--- config.mk ---
export PLATFORM = sky130hd
export DESIGN_NAME = paged_dp_decoder
export DESIGN_NICKNAME = d
export VERILOG_FILES = /design/src/rtl/pdd_pkg.sv /design/src/rtl/pdd_addr_map.sv /design/src/rtl/pdd_region_dec.sv /design/src/rtl/pdd_rdata_mux.sv /design/src/rtl/paged_dp_decoder.sv
export SDC_FILE = /design/constraint.sdc
export NUM_CORES = 1
export LEC_CHECK = 0
export CELL_PAD_IN_SITES_DETAIL_PLACEMENT = 0
export CELL_PAD_IN_SITES_GLOBAL_PLACEMENT = 2
export CORE_UTILIZATION = 32
export CTS_CLUSTER_DIAMETER = 40
export DETAILED_ROUTE_END_ITERATION = 12
export DONT_BUFFER_PORTS = 1
export GPL_TIMING_DRIVEN = 1
export PLACE_DENSITY = 0.89
export SYNTH_ARGS = -nofsm -noshare
export SYNTH_HDL_FRONTEND = slang
export SYNTH_SLANG_ARGS = --single-unit
--- constraint.sdc ---
create_clock -name clk -period 3.1 [get_ports clk]
set_clock_uncertainty 0.1 [all_clocks]
set_input_delay 0.155 -clock clk [delete_from_list [all_inputs] [get_ports clk]]
set_output_delay 0.155 -clock clk [all_outputs]
set_load 0.05 [all_outputs]
--- src/rtl/pdd_pkg.sv ---
package pdd_pkg;
    // physical map, used by the region decoder
    localparam int unsigned RAM0_HI    = 32'h000E;
    localparam int unsigned XALIAS_AD  = 32'h000F;
    localparam int unsigned IO0_LO     = 32'h0010;
    localparam int unsigned IO0_HI     = 32'h001E;
    localparam int unsigned PAGEREG_AD = 32'h001F;
    localparam int unsigned RAM1_LO    = 32'h0020;
    localparam int unsigned RAM1_HI    = 32'h004F;
    localparam int unsigned IO1_LO     = 32'h0200;
    localparam int unsigned IO1_HI     = 32'h023F;

    typedef enum logic [2:0] {
        RGN_NONE  = 3'd0,
        RGN_RAM   = 3'd1,
        RGN_XREG  = 3'd2,
        RGN_IO    = 3'd3,
        RGN_PAGE  = 3'd4,
        RGN_FLASH = 3'd5
    } region_e;
endpackage

--- src/rtl/pdd_addr_map.sv ---
module pdd_addr_map #(
    parameter int DADDR_W = 8,
    parameter int PADDR_W = 14,
    parameter int WIN_W   = 6,
    localparam int PAGE_W = PADDR_W - WIN_W
) (
    input  logic [DADDR_W-1:0] addr,
    input  logic [PAGE_W-1:0]  page,
    output logic [PADDR_W-1:0] phys
);
    logic in_window;

    // window = all address bits above the offset field set
    assign in_window = &addr[DADDR_W-1:WIN_W];

    always_comb begin
        if (in_window) begin
            phys = {page, addr[WIN_W-1:0]};
        end else begin
            phys = PADDR_W'(addr);
        end
    end
endmodule

--- src/rtl/pdd_region_dec.sv ---
module pdd_region_dec
    import pdd_pkg::*;
#(
    parameter int PADDR_W     = 14,
    parameter int FLASH_BYTES = 1024,
    localparam int FLASH_BASE = (1 << PADDR_W) - FLASH_BYTES
) (
    input  logic [PADDR_W-1:0] phys,
    output region_e            region
);
    localparam logic [PADDR_W-1:0] A_RAM0_HI = PADDR_W'(RAM0_HI);
    localparam logic [PADDR_W-1:0] A_XALIAS  = PADDR_W'(XALIAS_AD);
    localparam logic [PADDR_W-1:0] A_IO0_LO  = PADDR_W'(IO0_LO);
    localparam logic [PADDR_W-1:0] A_IO0_HI  = PADDR_W'(IO0_HI);
    localparam logic [PADDR_W-1:0] A_PAGE    = PADDR_W'(PAGEREG_AD);
    localparam logic [PADDR_W-1:0] A_RAM1_LO = PADDR_W'(RAM1_LO);
    localparam logic [PADDR_W-1:0] A_RAM1_HI = PADDR_W'(RAM1_HI);
    localparam logic [PADDR_W-1:0] A_IO1_LO  = PADDR_W'(IO1_LO);
    localparam logic [PADDR_W-1:0] A_IO1_HI  = PADDR_W'(IO1_HI);
    localparam logic [PADDR_W-1:0] A_FLASH   = PADDR_W'(FLASH_BASE);

    always_comb begin
        region = RGN_NONE;
        if (phys <= A_RAM0_HI) begin
            region = RGN_RAM;
        end else if (phys == A_XALIAS) begin
            region = RGN_XREG;
        end else if (phys >= A_IO0_LO && phys <= A_IO0_HI) begin
            region = RGN_IO;
        end else if (phys == A_PAGE) begin
            region = RGN_PAGE;
        end else if (phys >= A_RAM1_LO && phys <= A_RAM1_HI) begin
            region = RGN_RAM;
        end else if (phys >= A_IO1_LO && phys <= A_IO1_HI) begin
            region = RGN_IO;
        end else if (phys >= A_FLASH) begin
            region = RGN_FLASH;
        end
    end
endmodule

--- src/rtl/pdd_rdata_mux.sv ---
module pdd_rdata_mux
    import pdd_pkg::*;
#(
    parameter int DATA_W = 8
) (
    input  region_e           region,
    input  logic [DATA_W-1:0] ram_rdata,
    input  logic [DATA_W-1:0] io_rdata,
    input  logic [DATA_W-1:0] xreg_rdata,
    input  logic [DATA_W-1:0] flash_rdata,
    input  logic [DATA_W-1:0] page_rdata,
    output logic [DATA_W-1:0] rdata
);
    always_comb begin
        unique case (region)
            RGN_RAM:   rdata = ram_rdata;
            RGN_XREG:  rdata = xreg_rdata;
            RGN_IO:    rdata = io_rdata;
            RGN_PAGE:  rdata = page_rdata;
            RGN_FLASH: rdata = flash_rdata;
            default:   rdata = '0;
        endcase
    end
endmodule

--- src/rtl/paged_dp_decoder.sv ---
module paged_dp_decoder
    import pdd_pkg::*;
#(
    parameter int DADDR_W     = 8,
    parameter int PADDR_W     = 14,
    parameter int DATA_W      = 8,
    parameter int WIN_W       = 6,
    parameter int FLASH_BYTES = 1024,
    parameter logic [PADDR_W-WIN_W-1:0] PAGE_RESET = 8'h80,
    localparam int PAGE_W = PADDR_W - WIN_W
) (
    input  logic               clk,
    input  logic               rst_n,
    input  logic               req,
    input  logic               we,
    input  logic [DADDR_W-1:0] addr,
    input  logic [DATA_W-1:0]  wdata,
    output logic [DATA_W-1:0]  rdata,
    output logic [PADDR_W-1:0] phys_addr,
    output logic               mem_we,
    output logic               cs_ram,
    output logic               cs_io,
    output logic               cs_xreg,
    output logic               cs_flash,
    input  logic [DATA_W-1:0]  ram_rdata,
    input  logic [DATA_W-1:0]  io_rdata,
    input  logic [DATA_W-1:0]  xreg_rdata,
    input  logic [DATA_W-1:0]  flash_rdata,
    output logic [PAGE_W-1:0]  page_sel,
    output logic               oor
);
    typedef struct packed {
        logic [PAGE_W-1:0] page;
        logic              oor;
    } state_t;

    state_t  state_d, state_q;
    region_e region;
    logic [DATA_W-1:0] page_rd;

    pdd_addr_map #(
        .DADDR_W (DADDR_W),
        .PADDR_W (PADDR_W),
        .WIN_W   (WIN_W)
    ) u_map (
        .addr (addr),
        .page (state_q.page),
        .phys (phys_addr)
    );

    pdd_region_dec #(
        .PADDR_W     (PADDR_W),
        .FLASH_BYTES (FLASH_BYTES)
    ) u_dec (
        .phys   (phys_addr),
        .region (region)
    );

    assign page_rd = DATA_W'(state_q.page);

    pdd_rdata_mux #(
        .DATA_W (DATA_W)
    ) u_mux (
        .region      (region),
        .ram_rdata   (ram_rdata),
        .io_rdata    (io_rdata),
        .xreg_rdata  (xreg_rdata),
        .flash_rdata (flash_rdata),
        .page_rdata  (page_rd),
        .rdata       (rdata)
    );

    // chip selects; flash is read-only so a write selects nothing
    always_comb begin
        cs_ram   = req && (region == RGN_RAM);
        cs_io    = req && (region == RGN_IO);
        cs_xreg  = req && (region == RGN_XREG);
        cs_flash = req && !we && (region == RGN_FLASH);
        mem_we   = req && we && (region inside {RGN_RAM, RGN_IO, RGN_XREG});
    end

    always_comb begin
        state_d = state_q;
        if (req && we && region == RGN_PAGE) begin
            state_d.page = wdata[PAGE_W-1:0];
        end
        state_d.oor = req && (region == RGN_NONE);
    end

    always_ff @(posedge clk) begin
        if (!rst_n) begin
            state_q.page <= PAGE_RESET;
            state_q.oor  <= 1'b0;
        end else begin
            state_q <= state_d;
        end
    end

    assign page_sel = state_q.page;
    assign oor      = state_q.oor;
endmodule

==> impl_metrics.toml <==
[die]
initial_utilization_pct = 35.0
fp.dieArea_um2 = 3380
die-width_um = 58.1
placeableCoreArea_um2 = 2880
die_y_um = 58.1
design.portCount = 88
row_count = 19

[placement]
pre_cts_ws_ns = 0.584
place.detailed.hpwl_mm = 2.40
dpl-instance-area_um2 = 1100
numPlacedInstances = 171
place.port_buffers = 0
place.gp.congestion = 0.806

[synth]
synth.cells.most_frequent = "sky130_fd_sc_hd__nand3_1 (16), sky130_fd_sc_hd__nand2_1 (11), sky130_fd_sc_hd__mux2i_1 (10), sky130_fd_sc_hd__dfxtp_1 (9)"
average_cell_area_after_synthesis_um2 = 7.87
number_of_enable_flip_flop_cells_after_synthesis = 0
synth_compound_area_share_pct = 16.3
synth-main-ff-cell = "sky130_fd_sc_hd__dfxtp_1"
synth_sequential_area_ratio_pct = 17.9
synth_simple_gate_area_share_pct = 38.5
post_synth_xor_area_fraction_pct = 0
synth_largest_area_cell = "sky130_fd_sc_hd__dfxtp_1"
synthesis.area_um2 = 1010
synth-warning-count = 0
synth.top_cell.area_share_pct = 17.9
yosys.cell_count.top_type = "sky130_fd_sc_hd__nand3_1"
ff_latch_count_synth = 9
synth_top_family_by_area = "simple AND/OR/NAND/NOR gates"
post_synth_inst_count = 128
synth.distinct_cells = 36
post_synth_fa_ha_maj_area_fraction_pct = 0
postSynthNetCount = 180
synth_area_leaders = "sky130_fd_sc_hd__dfxtp_1 (18%), sky130_fd_sc_hd__mux2i_1 (9.9%), sky130_fd_sc_hd__nand3_1 (8.0%)"
postSynth.asyncResetShare_pct = 0
post_synthesis_mux_area_share_pct = 17.8

[global_routing]
first_global_vias = 973
grt_start_max_net_pins = 19
grt_antenna_before_repair = 0
grt_use_total_pct = 17.6
global_route_wire_length_before_repair_mm = 4.57
grt_overflow = 0

[run]
max_cap_viol_count = 0

[clock_tree]
cts_num_sinks = 9
path_clk_slew_ns = 0.06
tritoncts = "done"
ctsResizeCount = 0
clock_tree.root_cell = "sky130_fd_sc_hd__clkbuf_4"
cts_inserted_buffers = 3
clk_latency_ns = 0.25
h-tree-depth = 1
cts.path.max_buffers = 2

[worst_setup_path]
data_required_time_at_the_worst_endpoint_ns = 3.14
crit_fanout = 8
critical_path.endpoint_type = "flop"
arrival_time_reported_for_the_critical_path_endpoint_ns = 2.96
worstSetupPathType = "flop to flop"
timing.critical_path.from_type = "flop"

[timing]
fmax_mhz = 343
timing.final.max_slew_violations = 0
timing.final.crit_period_ns = 2.92
timing_worst_slew_pin_value_ns = 0.740
finalSetupTns_ns = 0
setup_viol_count_final = 0
grt_setup_unrepaired = "false"
setup_ws_ns = 0.184
finalHoldViolCount = 0
timing.max_slew.rel_slack_pct = 50.3
layout_worst_path_cycle_share_pct = 94.1

[power]
power_uw = 293
power.density_nw_per_um2 = 241
power.ir.vdd_worst_v = 0.000243
p_leak_uw = 0.000449

[routing]
num_vias = 1041
antenna_left = 0
drtPass1Iterations = 4
drt_drc_violations_left = 0
wl_mm = 3.13
wl_per_cell_um = 17.0
via_per_inst = 5.66
first_iter_violations = 27

[final_layout]
antenna_cells = 0
drive_gt1_share_pct = 24.6
fin_nets = 195
finish.instance_area_um2 = 1220
area_delta_synth_final_pct = 21.0
layoutNonFillerInstCount = 184
final.fill_count = 300

[status]
outcome = "finished, final reports clean"

[hold_path]
hold_path.class = "input pin to flop"
==> through the flow <==
stage	util [%]	hold slack, ns
final	42.4	0.0591
after global routing	42.4	0.0495
after CTS	42.4	0.0455
after detailed placement	38.3	0.129
after global placement	38.3	0.121
after floorplan	-	0.117
==> layer usage <==
metal,vias to the layer above,share of wire (%),GRT usage (%)
met3,2,4.6,4.24
li1,500,-,-
met1,492,43,21.9
met2,47,52,31.0
met5,-,0,0
met4,0,0.45,3.40
==> area by class of cell <==
cell class	count	area, µm²	share of cell area [%]
sequential	9	180	14.8
timing repair buffer	23	195	16.0
multi-input combinational	100	742	60.9
inverter	6	22.5	1.85
tap	42	52.6	4.31
clock buffer	4	26.3	2.16
==> sequential cells by signal (all words and copies together), names as in the netlist <==
signal    cells
page_sel      8
oor           1
==> layout by cell type (no fill, tap or decap), drive strengths merged <==
cell type    Yosys  layout
a32oi            1       1
a41oi            2       2
and3             8       8
a22oi            8       8
o21a             1       1
nor4b            2       2
or4              1       1
nor2b            7       7
mux2i           10      10
or2              1       1
mux2             7       7
dfxtp            9       9
and4             1       1
nand3           16      16
nor2             5       5
o21ba            1       1
buf              9      14
nor4             2       2
or3              1       1
nor3b            2       2
and2             1       1
nor3             3       3
a21oi            2       2
nand2           11      11
inv              6       6
o211ai           1       1
clkbuf           4       4
dlygate4sd3      0       9
and4bb           2       2
o32ai            1       1
a211oi           1       1
nand4            2       2
==> worst max-delay path, cell delays in order (launching register included) <==
cell and delay [ns]:
sky130_fd_sc_hd__dfxtp_1 0.52, sky130_fd_sc_hd__nor3_2 0.40, sky130_fd_sc_hd__a41oi_4 0.21, sky130_fd_sc_hd__nor4_4 0.71, sky130_fd_sc_hd__mux2i_1 0.26, sky130_fd_sc_hd__nand2_1 0.06
sky130_fd_sc_hd__dlygate4sd3_1 0.55
==> worst paths after layout <==
| check | startpoint | to | slack, ns | cells after the start |
|---|---|---|---|---|
| min reg2reg | page_sel[1] | page_sel[1] | 0.64 | 3 |
| max | page_sel[4] | page_sel[7] | 0.18 | 6 |
| max reg2reg | page_sel[4] | page_sel[7] | 0.18 | 6 |
| min | addr[4] | oor | 0.06 | 2 |
==> power by group <==
group	switching, µW	total (µW)	internal, µW	leakage, µW
Combinational	56.8	87.7	30.8	0.000361
Clock	36.6	85.9	49.3	0.0000150
Sequential	3.25	120	117	0.0000727
==> repair_timing <==
action / CTS / global route
hold buffers: 9 / 0
endpoints found under the hold margin: 8 / 0
setup buffers: 0 / 0
==> cell families after synthesis <==
family / count (synthesis)
flip-flops: 9
multiplexers: 17
buffers and inverters: 19
AO/OA/AOI/OAI: 18
AND/OR/NAND/NOR: 65
(Power assumes the default switching activity.)
